[src/rtl/serial_cfg_pkg.sv]
package serial_cfg_pkg;
    localparam int unsigned BYTE_W = 8;
    localparam int unsigned BIT_W  = $clog2(BYTE_W);

    typedef enum logic [2:0] {
        ST_IDLE,
        ST_PROG_LOW,
        ST_PROG_REL,
        ST_FETCH,
        ST_SHIFT_LO,
        ST_SHIFT_HI,
        ST_TAIL_LO,
        ST_TAIL_HI
    } ld_state_e;
endpackage

[src/rtl/scl_sync.sv]
module scl_sync #(
    parameter int unsigned W       = 2,
    parameter logic [W-1:0] RST_VAL = '0
) (
    input  logic         clk,
    input  logic         rst_n,
    input  logic [W-1:0] async_i,
    output logic [W-1:0] sync_o
);
    logic [W-1:0] meta_q;
    logic [W-1:0] stab_q;

    always_ff @(posedge clk or negedge rst_n) begin
        if (!rst_n) begin
            meta_q <= RST_VAL;
            stab_q <= RST_VAL;
        end else begin
            meta_q <= async_i;
            stab_q <= meta_q;
        end
    end

    assign sync_o = stab_q;
endmodule

[src/rtl/scl_pacer.sv]
module scl_pacer #(
    parameter int unsigned HALF_DIV = 4
) (
    input  logic clk,
    input  logic rst_n,
    input  logic clr_i,
    output logic tick_o
);
    localparam int unsigned PW = (HALF_DIV > 1) ? $clog2(HALF_DIV) : 1;
    localparam logic [PW-1:0] LAST = PW'(HALF_DIV - 1);

    logic [PW-1:0] cnt_d, cnt_q;

    always_comb begin
        if (clr_i || cnt_q == LAST) cnt_d = '0;
        else                        cnt_d = cnt_q + 1'b1;
    end

    always_ff @(posedge clk or negedge rst_n) begin
        if (!rst_n) cnt_q <= '0;
        else        cnt_q <= cnt_d;
    end

    assign tick_o = !clr_i && (cnt_q == LAST);
endmodule

[src/rtl/scl_timer.sv]
module scl_timer #(
    parameter int unsigned TIMEOUT_CYC = 1000
) (
    input  logic clk,
    input  logic rst_n,
    input  logic clr_i,
    output logic expired_o
);
    localparam int unsigned TW = $clog2(TIMEOUT_CYC + 1);
    localparam logic [TW-1:0] LIMIT = TW'(TIMEOUT_CYC);

    logic [TW-1:0] cnt_d, cnt_q;

    always_comb begin
        if (clr_i)               cnt_d = '0;
        else if (cnt_q != LIMIT) cnt_d = cnt_q + 1'b1;
        else                     cnt_d = cnt_q;
    end

    always_ff @(posedge clk or negedge rst_n) begin
        if (!rst_n) cnt_q <= '0;
        else        cnt_q <= cnt_d;
    end

    assign expired_o = (cnt_q == LIMIT);
endmodule

[src/rtl/serial_cfg_loader.sv]
module serial_cfg_loader
    import serial_cfg_pkg::*;
#(
    parameter int unsigned HALF_DIV    = 4,
    parameter int unsigned TIMEOUT_CYC = 1_000_000,
    parameter int unsigned CNT_W       = 24
) (
    input  logic             clk,
    input  logic             rst_n,
    input  logic             start_i,
    input  logic [CNT_W-1:0] byte_count_i,
    input  logic [7:0]       s_data_i,
    input  logic             s_valid_i,
    output logic             s_ready_o,
    output logic             tgt_prog_n_o,
    output logic             tgt_cclk_o,
    output logic             tgt_din_o,
    input  logic             tgt_init_n_i,
    input  logic             tgt_done_i,
    output logic             busy_o,
    output logic             ok_o,
    output logic             timeout_o,
    output logic             crc_err_o
);
    typedef struct packed {
        ld_state_e          state;
        logic [CNT_W-1:0]   rem;
        logic [BYTE_W-1:0]  sh;
        logic [BIT_W-1:0]   bitcnt;
        logic               prog_n;
        logic               cclk;
        logic               din;
        logic               ok;
        logic               to;
        logic               crc;
    } ld_regs_t;

    localparam ld_regs_t RESET_REGS = '{
        state: ST_IDLE, rem: '0, sh: '0, bitcnt: '0,
        prog_n: 1'b1, cclk: 1'b0, din: 1'b0,
        ok: 1'b0, to: 1'b0, crc: 1'b0
    };
    localparam logic [BIT_W-1:0] LAST_BIT = BIT_W'(BYTE_W - 1);

    ld_regs_t regs_d, regs_q;
    logic     init_n_s, done_s;
    logic     tick, expired;
    logic     tmr_clr, pace_clr, ready;

    // two-flop synchronizers; init idles high, done idles low
    scl_sync #(.W(2), .RST_VAL(2'b01)) sync_i (
        .clk     (clk),
        .rst_n   (rst_n),
        .async_i ({tgt_done_i, tgt_init_n_i}),
        .sync_o  ({done_s, init_n_s})
    );

    scl_pacer #(.HALF_DIV(HALF_DIV)) pacer_i (
        .clk    (clk),
        .rst_n  (rst_n),
        .clr_i  (pace_clr),
        .tick_o (tick)
    );

    scl_timer #(.TIMEOUT_CYC(TIMEOUT_CYC)) timer_i (
        .clk       (clk),
        .rst_n     (rst_n),
        .clr_i     (tmr_clr),
        .expired_o (expired)
    );

    always_comb begin
        regs_d   = regs_q;
        tmr_clr  = 1'b0;
        pace_clr = 1'b1;
        ready    = 1'b0;

        unique case (regs_q.state)
            ST_IDLE: begin
                if (start_i) begin
                    regs_d.state = ST_PROG_LOW;
                    regs_d.rem   = byte_count_i;
                    regs_d.ok    = 1'b0;
                    regs_d.to    = 1'b0;
                    regs_d.crc   = 1'b0;
                    tmr_clr      = 1'b1;
                end
            end
            ST_PROG_LOW: begin
                if (!init_n_s) begin
                    regs_d.state = ST_PROG_REL;
                    tmr_clr      = 1'b1;
                end else if (expired) begin
                    regs_d.state = ST_IDLE;
                    regs_d.to    = 1'b1;
                end
            end
            ST_PROG_REL: begin
                if (init_n_s) begin
                    regs_d.state = ST_FETCH;
                end else if (expired) begin
                    regs_d.state = ST_IDLE;
                    regs_d.to    = 1'b1;
                end
            end
            ST_FETCH: begin
                if (!init_n_s && !done_s) begin
                    regs_d.state = ST_IDLE;
                    regs_d.crc   = 1'b1;
                end else if (regs_q.rem == '0) begin
                    regs_d.state = ST_TAIL_LO;
                    tmr_clr      = 1'b1;
                end else begin
                    ready = 1'b1;
                    if (s_valid_i) begin
                        regs_d.sh     = s_data_i;
                        regs_d.bitcnt = '0;
                        regs_d.rem    = regs_q.rem - 1'b1;
                        regs_d.state  = ST_SHIFT_LO;
                    end
                end
            end
            ST_SHIFT_LO: begin
                pace_clr = 1'b0;
                if (tick) regs_d.state = ST_SHIFT_HI;
            end
            ST_SHIFT_HI: begin
                pace_clr = 1'b0;
                if (tick) begin
                    regs_d.sh     = {regs_q.sh[BYTE_W-2:0], 1'b0};
                    regs_d.bitcnt = regs_q.bitcnt + 1'b1;
                    regs_d.state  = (regs_q.bitcnt == LAST_BIT) ? ST_FETCH : ST_SHIFT_LO;
                end
            end
            ST_TAIL_LO, ST_TAIL_HI: begin
                pace_clr = 1'b0;
                if (done_s) begin
                    regs_d.state = ST_IDLE;
                    regs_d.ok    = 1'b1;
                end else if (expired) begin
                    regs_d.state = ST_IDLE;
                    regs_d.to    = 1'b1;
                end else if (tick) begin
                    regs_d.state = (regs_q.state == ST_TAIL_LO) ? ST_TAIL_HI : ST_TAIL_LO;
                end
            end
            default: regs_d = RESET_REGS;
        endcase

        // pin levels follow the next state so they are registered
        regs_d.prog_n = (regs_d.state != ST_PROG_LOW);
        regs_d.cclk   = (regs_d.state == ST_SHIFT_HI) || (regs_d.state == ST_TAIL_HI);
        unique case (regs_d.state)
            ST_SHIFT_LO, ST_SHIFT_HI: regs_d.din = regs_d.sh[BYTE_W-1];
            ST_TAIL_LO, ST_TAIL_HI:   regs_d.din = 1'b1;
            default:                  regs_d.din = 1'b0;
        endcase
    end

    always_ff @(posedge clk or negedge rst_n) begin
        if (!rst_n) regs_q <= RESET_REGS;
        else        regs_q <= regs_d;
    end

    assign s_ready_o    = ready;
    assign tgt_prog_n_o = regs_q.prog_n;
    assign tgt_cclk_o   = regs_q.cclk;
    assign tgt_din_o    = regs_q.din;
    assign busy_o       = (regs_q.state != ST_IDLE);
    assign ok_o         = regs_q.ok;
    assign timeout_o    = regs_q.to;
    assign crc_err_o    = regs_q.crc;

    // idle pin levels
    a_r1_idle_levels: assert property (@(posedge clk) disable iff (!rst_n)
        !busy_o |-> (tgt_prog_n_o && !tgt_cclk_o && !s_ready_o));

    // no configuration clock while the target is held in reset
    a_r2_no_clock_in_prog: assert property (@(posedge clk) disable iff (!rst_n)
        !tgt_prog_n_o |-> !tgt_cclk_o);

    // data is settled before the rising clock edge
    a_r4_din_settled: assert property (@(posedge clk) disable iff (!rst_n)
        $rose(tgt_cclk_o) |-> $stable(tgt_din_o));

    // one accepted byte closes the ready window
    a_r8_single_accept: assert property (@(posedge clk) disable iff (!rst_n)
        (s_valid_i && s_ready_o) |=> !s_ready_o);

    // outcome flags are exclusive and absent during a load
    a_r10_one_outcome: assert property (@(posedge clk) disable iff (!rst_n)
        $onehot0({ok_o, timeout_o, crc_err_o}));
    a_r10_no_flag_busy: assert property (@(posedge clk) disable iff (!rst_n)
        busy_o |-> !(ok_o || timeout_o || crc_err_o));
endmodule

[config.mk]
export PLATFORM = sky130hd
export DESIGN_NAME = serial_cfg_loader
export DESIGN_NICKNAME = d
export VERILOG_FILES = /design/src/rtl/serial_cfg_pkg.sv /design/src/rtl/scl_sync.sv /design/src/rtl/scl_pacer.sv /design/src/rtl/scl_timer.sv /design/src/rtl/serial_cfg_loader.sv
export SDC_FILE = /design/constraint.sdc
export NUM_CORES = 1
export LEC_CHECK = 0
export ABC_AREA = 0
export BUFFER_PORTS_ARGS = -buffer_cell sky130_fd_sc_hd__buf_2
export CAP_MARGIN = 20
export CORE_MARGIN = 2
export CORE_UTILIZATION = 45
export DETAILED_ROUTE_END_ITERATION = 12
export GPL_TIMING_DRIVEN = 1
export PLACE_DENSITY = 0.71
export SYNTH_ARGS = -nofsm -noshare
export SYNTH_HDL_FRONTEND = slang
export SYNTH_SLANG_ARGS = --single-unit
[constraint.sdc]
create_clock -name clk -period 4.9 [get_ports clk]
set_input_delay 0.245 -clock clk [delete_from_list [all_inputs] [get_ports clk]]
set_output_delay 0.245 -clock clk [all_outputs]
set_load 0.01 [all_outputs]
; ---- Yosys cells after proc, flatten, opt, wreduce, memory -nomap -nowiden
; Cells that the tools add are included.
[totals]
ff_bits = 70
latchBits = 0
ram_bits = 0
romBits = 0
input_bits = 38
n_memories = 0
[classes]
n_addsub = 4
n_mul = 0
div_mod_pow = 0
n_lt_le_gt_ge = 0
n_eq_ne = 26
shifts = 0
n_mux = 43
bitwise = 0
reduce_logical = 23
[ops]
columns = operator, count
row1 = $mux 35, 2
row2 = $pmux 24 s2, 1
row3 = $mux 20, 2
row4 = $mux 38, 1
row5 = $mux 3, 12
row6 = $eq 3x3->1 const B, 9
row7 = $mux 27, 1
row8 = $logic_not 24->1, 1
row9 = $sub 24x1->24 const B, 1
row10 = $pmux 11 s2, 1
row11 = $pmux 3 s7, 1
row12 = $add 20x1->20 const B, 1
row13 = $eq 20x20->1 const B, 1
row14 = $ne 20x20->1 const B, 1
row15 = $mux 1, 15
row16 = $reduce_and 5->1, 3
row17 = $ne 2x2->1 const B, 7
row18 = $mux 11, 1
row19 = $reduce_bool 2->1, 4
row20 = $eq 3x2->1 const B, 2
row21 = $ne 2x1->1 const B, 3
row22 = $pmux 1 s2, 3
row23 = $reduce_and 3->1, 2
row24 = $reduce_or 2->1, 3
row25 = 15 further kinds, 18

; ---- Depth between registers and ports, before layout
; Gate-level depths: netlist of run 1.
[logic_depth]
depth_word = 10
mapped_depth = 9
mapped_depth_nobuf = 9

; ---- Modules after synthesis
; A second synthesis of run 1 with hierarchy kept.
[hier_totals]
cells_unflattened = 438
hier_area_um2 = 4110.2
[by_module_without_submodules]
columns = mod, instances, cells_per_inst, area_each_um2, seq_area_each_um2
row1 = serial_cfg_loader, 1, 315, 2770.2, 1102.3
row2 = scl_timer, 1, 113, 1143.6, 500.5
row3 = scl_sync, 1, 4, 102.6, 102.6
row4 = scl_pacer, 1, 6, 93.8, 50.0

; ---- Worst setup path before layout of run 1
; OpenSTA, ideal clock, no wires.
[synth_timing]
path_kind = register to register
startpoint = register regs_q[25]
endpoint = register regs_q[37]
setup_ns = 0.139
arrival_ns = 2.067
slack_ns = 2.693
stages_incl_launch_ff = 8
synth_period_minus_slack_ns = 2.207
path_cell_list = dfrtp_1 > or4_1 > buf_2 > nor3_4 > nand2_2 > or4_1 > o211ai_2 > o311ai_1
[synth_between]
elab_chain_cells = 5
[synth_lines]
columns = element, line_no
row1 = from (decl), serial_cfg_loader.sv:45  ; ld_regs_t regs_d, regs_q;
row2 = from (signal assigned), serial_cfg_loader.sv:162  ; else regs_q <= regs_d;
row3 = $sub 24x1->24, serial_cfg_loader.sv:118  ; regs_d.rem = regs_q.rem - 1'b1;
row4 = $mux 38, serial_cfg_loader.sv:115  ; if (s_valid_i) begin
row5 = $mux 35, serial_cfg_loader.sv:110  ; end else if (regs_q.rem == '0) begin
row6 = $mux 35, serial_cfg_loader.sv:107  ; if (!init_n_s && !done_s) begin
row7 = $pmux 24 s2, serial_cfg_loader.sv:78  ; unique case (regs_q.state)
; Parallel ways exist; a longest one is shown, timed or not. The select of a mux whose other input is x is not followed.
; A chain may end at the register's enable or synchronous reset.

; ---- Worst setup path after layout of run 1
[layout_timing]
startpoint = register regs_q[25]
endpoint = register regs_q[19]
[layout_between]
elab_chain_cells = 3
[layout_lines]
columns = element, line_no
row1 = $logic_not 24->1, serial_cfg_loader.sv:110
row2 = $ne 2x2->1 (no source line), -
row3 = $reduce_and 5->1 (no source line), -
; Every way passes these cells.

==> results of run 1 <==
## critical path, delay by kind of cell, from the launching register on
kind | cells | cell delay (ps)
DFF | 1 | 420
AOI/OAI and AO/OA | 3 | 810
and+or+nand+nor | 3 | 1390
## synth_stat cells (3+ instances only)
cell type	instances	area, um2
dfrtp_1	67	1680
nor2_1	53	199
nand2_1	49	184
a21oi_1	34	170
nand3_1	24	120
o21ai_0	22	110
inv_1	16	60.1
clkbuf_1	13	48.8
xor2_1	13	114
and3_1	10	62.6
nor3_1	8	40.0
a22oi_1	7	52.6
nor2b_1	7	43.8
a31oi_1	6	37.5
ha_1	6	75.1
nand4_1	5	31.3
o211ai_1	5	37.5
o21a_1	5	37.5
o311ai_0	5	43.8
or4_1	5	37.5
xnor2_1	5	43.8
buf_2	4	20.0
nand2b_1	4	25.0
nor4_1	4	25.0
a21o_1	3	22.5
dfstp_2	3	78.8
nand3b_1	3	22.5
o31ai_1	3	22.5
or3_1	3	18.8
## worst paths after layout
path | startpoint | to
hold reg to reg | sync_i.meta_q[0] | sync_i.sync_o[0]
min in group asynchronous | rst_n | timer_i.cnt_q[6]
setup / recovery | regs_q[25] | regs_q[19]
hold / removal | s_data_i[0] | regs_q[9]
max in group asynchronous | rst_n | regs_q[40]
setup reg to reg | regs_q[25] | regs_q[19]
## metrics by stage
stage,setup WS [ps],std cells
global placement,2290,565
detailed placement,2220,565
global route,2020,584
finish,2170,584
CTS,2200,584
floorplan,2690,431
## state kept, by name (all words and copies together), names as in the netlist
name and flops:
timeout_o 1, tgt_din_o 1, tgt_cclk_o 1, ok_o 1
timer_i.cnt_q 20, regs_q 38, pacer_i.cnt_q 2, tgt_prog_n_o 1
sync_i.sync_o 2, crc_err_o 1, sync_i.meta_q 2
## routing by layer
metal | vias to the layer above | GRT usage, %
li1 | 1632 | -
met1 | 1621 | 27.8
met2 | 98 | 32.2
met3 | 21 | 4.07
met4 | 0 | 8.10
met5 | - | 0
## area by class of cell
| type | count | share of cell area (%) |
|---|---|---|
| Multi-Input combinational cell | 325 | 44.1 |
| Sequential cell | 70 | 40.2 |
| Timing Repair Buffer | 52 | 6.54 |
| Clock buffer | 10 | 3.16 |
| Tap cell | 105 | 3.01 |
| Clock inverter | 6 | 1.58 |
| Inverter | 16 | 1.38 |
## power breakdown
| part | internal (mW) | switching (mW) | leakage, nW |
|---|---|---|---|
| registers | 0.761 | 0.212 | 0.904 |
| logic | 0.322 | 0.480 | 0.977 |
| clock network | 0.252 | 0.235 | 0.103 |
| total | 1.34 | 0.927 | 1.98 |
## kinds of logic (layout without fill, tap and decap cells)
group,after synthesis,in the layout
fa+ha+maj,6,6
compound gates,111,111
flops,70,70
mux,1,1
simple gates,189,189
xor+xnor,18,18
buf+inv,36,84
==> summary.txt, run 1 <==
Run status
  – Outcome: finished, final reports clean

Timing
  – Hold Slack: 86.4 ps
  – Setup TNS: 0 ps
  – Fin crit period: 2730 ps
  – Fmax: 0.367 GHz
  – RSZ-0062 raised after global routing: false
  – Clk_skew: 14.7 ps
  – Final-report hold violation count: 0
  – Max-slew violations: 0
  – Worst rel slew slack: 51.1%
  – Worst-Margin Slew: 728 ps
  – Final setup violation count: 0
  – Fin crit share: 55.6%

Global routing
  – Vias in the first global route: 3,148
  – Grt total ovfl: 0
  – Antenna violations before repair: 0
  – Pin count of the biggest net entering global routing: 61
  – First-pass GRT wire length: 14,600 um
  – Overall Global Routing Usage: 20.5%

Synth
  – Distinct cells, synth: 60
  – Synth Area in Simple Gates: 24.9%
  – Average instance area after synthesis: 8.88 um2
  – Post-synthesis mux area share: 0.261%
  – Largest family of logic cells by synthesized area: simple AND/OR/NAND/NOR gates
  – Post-synthesis compound-gate area fraction: 18.8%
  – FFs w/ async S/R, synth: 100%
  – #FFs+latches synth: 70
  – Sequential element share of the synthesized area: 45.8%
  – Number of flops mapped to enable cells by yosys: 0
  – Post-Syn Instances: 431
  – Syn_nets: 475
  – Synth Warn #: 0
  – Top FF cell, synth: dfrtp_1
  – Synth Cell Area: 3830 um2
  – Synth Area in Adders: 1.96%
  – XOR/XNOR Fraction of Synth Area: 4.12%

Clock tree
  – TritonCTS sink count: 70
  – Max clock buf depth: 2
  – TritonCTS buffer count: 9
  – Worst-path clk slew: 90 ps
  – Clk root buf: clkbuf_8
  – Clk_lat worst skew: 350 ps
  – CTS tree: built
  – H-tree depth: 3
  – Post-CTS Resized: 0
  – Total setup buffers inserted after CTS: 0
  – Hold_buf cts: 3

Setup path
  – WS Path Type: reg2reg
  – Worst EP required: 5150 ps
  – FF-to-FF setup slack: 2170 ps
  – Cell Chain, Critical Path: or4_1, nor3_4, a31o_2, nand2_1, o21a_1, o22a_1
  – R2R depth: 6
  – CP endpoint kind: flip-flop
  – Crit start category: flip-flop
  – Critical path fanouts, max: 17
  – Largest stage delay, worst path: 710 ps
  – CP Data Arrival Time: 2980 ps
  – Slowest-stage cell, CP: or4_1

Drt
  – Routed length on met3: 454 um
  – WL met1: 3990 um
  – Vias/cell: 5.77
  – DR WL met2: 4060 um
  – Drt wl/cell: 15.0 um
  – Drt total wl: 8740 um
  – Post-route ant nets: 0
  – Initial DRC Count: 182
  – DR DRC count: 0
  – DR vias: 3,372
  – Drt first pass iters: 4
  – Top Metal Used: met4

Floorplanning
  – Die X: 96.2 um
  – Core area: 8220 um2
  – Site Rows: 33
  – Die Area: 9260 um2
  – Initial Util: 46.6%
  – IO Pins: 46
  – Die height: 96.2 um

Placement
  – DPL Wire Length: 6070 um
  – Final RePlAce weighted congestion: 0.851
  – Dpl cell area: 4130 um2
  – # port buffers: 45

Run
  – Max_cap viols: 0

Layout
  – Nets: 518
  – # diodes: 0
  – Area grow syn2layout: 13.9%
  – Final core utilization: 53.1%
  – Commonest non-fill, non-tap cell in the layout: dfrtp_1
  – Most frequent cells in the layout: dfrtp_1 (67), nor2_1 (53), nand2_1 (49), buf_2 (45), a21oi_1 (34)
  – FILL cells: 759
  – Multi-input gate area: 1920 um2
  – FF/Latch Area: 1760 um2
  – Finished Cell Area: 4360 um2
  – Layout cells sized above 1: 16.5%

Worst hold path
  – Hold Crit Depth: 3
  – Type of the most critical hold path: in2reg

Power and ir drop
  – Pwr dens: 519 nW/um2
  – LEAKAGE: 1.98 nW
  – Peak VDD IR: 0.000254 V
  – Total power: 2.26 mW
(Power assumes the default switching activity.)
==> inputs of run 2 (changes only) <==
==> constraint.sdc (replaced) <==
create_clock -name clk -period 2.6 [get_ports clk]
set_input_delay 0.13 -clock clk [delete_from_list [all_inputs] [get_ports clk]]
set_output_delay 0.13 -clock clk [all_outputs]
set_load 0.01 [all_outputs]
==> summary.txt, run 2 (synthesis gave the netlist of run 1 again) <==
Timing
  – Max-slew violations: 0 (unchanged)
  – Clk_skew: 10.1 ps (was 14.7 ps)
  – Final-report hold violation count: 32 (was 0)
  – RSZ-0062 raised after global routing: false (unchanged)
  – Worst setup margin: 120 ps (was 2170 ps)
  – Fmax: 0.403 GHz (was 0.367 GHz)
  – Worst-Margin Slew: 862 ps (was 728 ps)
  – Fin crit period: 2480 ps (was 2730 ps)
  – Fin crit share: 95.4% (was 55.6%)
  – Setup TNS: 0 ps (unchanged)
  – Final setup violation count: 0 (unchanged)
  – Hold Slack: -30.9 ps (was 86.4 ps)
  – Worst rel slew slack: 42.6% (was 51.1%)

Clock tree
  – Worst-path clk slew: 80 ps (was 90 ps)
  – TritonCTS sink count: 70 (unchanged)
  – H-tree depth: 3 (unchanged)
  – CTS tree: built (unchanged)
  – TritonCTS buffer count: 9 (unchanged)
  – Clk_lat worst skew: 350 ps (about the same)
  – Max clock buf depth: 2 (unchanged)
  – Clk root buf: clkbuf_8 (unchanged)

Floorplanning
  – Core area: 8220 um2 (unchanged)
  – Initial Util: 46.6% (unchanged)
  – IO Pins: 46 (unchanged)
  – Die height: 96.2 um (unchanged)
  – Die Area: 9260 um2 (unchanged)
  – Site Rows: 33 (unchanged)
  – Die X: 96.2 um (unchanged)

Global routing
  – First-pass GRT wire length: 15,000 um (was 14,600 um)
  – Vias in the first global route: 3,205 (was 3,148)
  – Overall Global Routing Usage: 21.1% (was 20.5%)
  – Antenna violations before repair: 0 (unchanged)
  – Grt total ovfl: 0 (unchanged)
  – Met1 track demand over resource: 28.5% (was 27.8%)
  – Grt met2 use: 32.7% (was 32.2%)
  – Pin count of the biggest net entering global routing: 71 (was 61)
  – M3 GR Usage: 4.07% (unchanged)
  – Global routing's busiest layer: met2 (unchanged)

Setup path
  – CP endpoint kind: flip-flop (unchanged)
  – Worst EP required: 2830 ps (was 5150 ps)
  – FF-to-FF setup slack: 120 ps (was 2170 ps)
  – WS Path Type: reg2reg (unchanged)
  – Critical path fanouts, max: 11 (was 17)
  – Worst r2r src: regs_q[34] (was regs_q[25])
  – FF-to-FF End: regs_q[23] (was regs_q[19])
  – CP Data Arrival Time: 2710 ps (was 2980 ps)
  – R2R depth: 7 (was 6)
  – Crit start category: flip-flop (unchanged)

Power and ir drop
  – NetSw: 1.78 mW (was 0.927 mW)
  – Sequential fraction of design power: 39.3% (was 43.0%)
  – Total power: 4.45 mW (was 2.26 mW)
  – Pwr dens: 979 nW/um2 (was 519 nW/um2)
  – Power share of the combinational group: 39.0% (was 35.4%)
  – LEAKAGE: 2.08 nW (was 1.98 nW)
  – Clock power share: 21.7% (was 21.6%)
  – Internal Power: 2.68 mW (was 1.34 mW)
  – Net Sw Frac: 39.9% (was 41.0%)
  – Peak VDD IR: 0.000492 V (was 0.000254 V)

Placement
  – # port buffers: 45 (unchanged)
  – Dpl cell area: 4200 um2 (was 4130 um2)
  – Dpl ws: 185 ps (was 2220 ps)
  – DPL Wire Length: 6410 um (was 6070 um)
  – Final RePlAce weighted congestion: 0.857 (was 0.851)
  – Placed Instances: 575 (was 565)

Drt
  – Post-route ant nets: 0 (unchanged)
  – DR vias: 3,441 (was 3,372)
  – DR DRC count: 0 (unchanged)
  – Initial DRC Count: 182 (unchanged)
  – Drt first pass iters: 4 (unchanged)
  – Drt total wl: 9150 um (was 8740 um)
  – Drt wl/cell: 15.2 um (was 15.0 um)
  – Vias/cell: 5.71 (was 5.77)

Layout
  – Area grow syn2layout: 18.8% (was 13.9%)
  – Finished Cell Area: 4550 um2 (was 4360 um2)
  – Leading registers by flop count: regs_q: 38 flops, timer_i.cnt_q: 20 flops (unchanged)
  – Largest reg by FF count: regs_q (unchanged)
  – Non-Filler Instances: 603 (was 584)
  – Commonest non-fill, non-tap cell in the layout: dfrtp_1 (unchanged)
  – Nets: 537 (was 518)
  – Max reg flops: 38 (unchanged)
  – Most frequent cells in the layout: dfrtp_1 (67), nor2_1 (53), nand2_1 (49), buf_2 (45), a21oi_1 (34) (unchanged)
  – Final core utilization: 55.4% (was 53.1%)
  – # diodes: 0 (unchanged)
  – Layout cells sized above 1: 18.5% (was 16.5%)

Run status
  – Outcome: finished with violations (was finished, final reports clean)
  – Failing checks: hold timing

Run
  – Max_cap viols: 0 (unchanged)

Worst hold path
  – Type of the most critical hold path: in2async (was in2reg)
[run 2: worst max-delay path by stage]
stage | start | to | cells after the start
final | regs_q[34] | regs_q[23] | 7
after global routing | regs_q[20] | regs_q[37] | 6
after CTS | regs_q[34] | s_ready_o | 5
after detailed placement | regs_q[34] | regs_q[23] | 6
after global placement | regs_q[34] | regs_q[19] | 6
after floorplan | regs_q[25] | regs_q[37] | 7
[run 2: final cells by class]
class                      count  area (um2)
clock inverter                 6        87.6
clock buffer                  10         128
multi-input combinational    325        1940
fill                         745        3670
inverter                      16        60.1
tap                          105         131
sequential                    70        1760
timing repair buffer          71         445
[run 2: power groups by stage]
stage,Clock [mW],Combinational [mW],Sequential [mW]
final,0.965,1.74,1.75
after global routing,1.04,1.96,1.79
after CTS,0.988,1.69,1.74
after detailed placement,0,1.68,1.75
after global placement,0,1.61,1.74
after floorplan,0,1.25,1.69
[run 2: critical path: stages, from the launching register on]
cell and delay [ps]:
dfrtp_1 450, or4_4 620, nor4_4 260, buf_4 180, a31o_2 200, nand2_1 280
o21a_1 210, o22a_1 170
[run 2: routing by layer]
layer,part of all wire [%],wire [um],up-vias
met5,0,0,-
met4,1.5,141,0
met3,4.8,440,11
met2,48,4350,89
met1,46,4220,1668
li1,-,-,1673
[run 2: timing repair]
action                                 4_1_cts  5_1_grt
buffers inserted                             0        2
gates resized for setup                      0        3
endpoints found under the hold margin       10        0
hold buffers                                10        0
setup endpoints to repair                    0        6
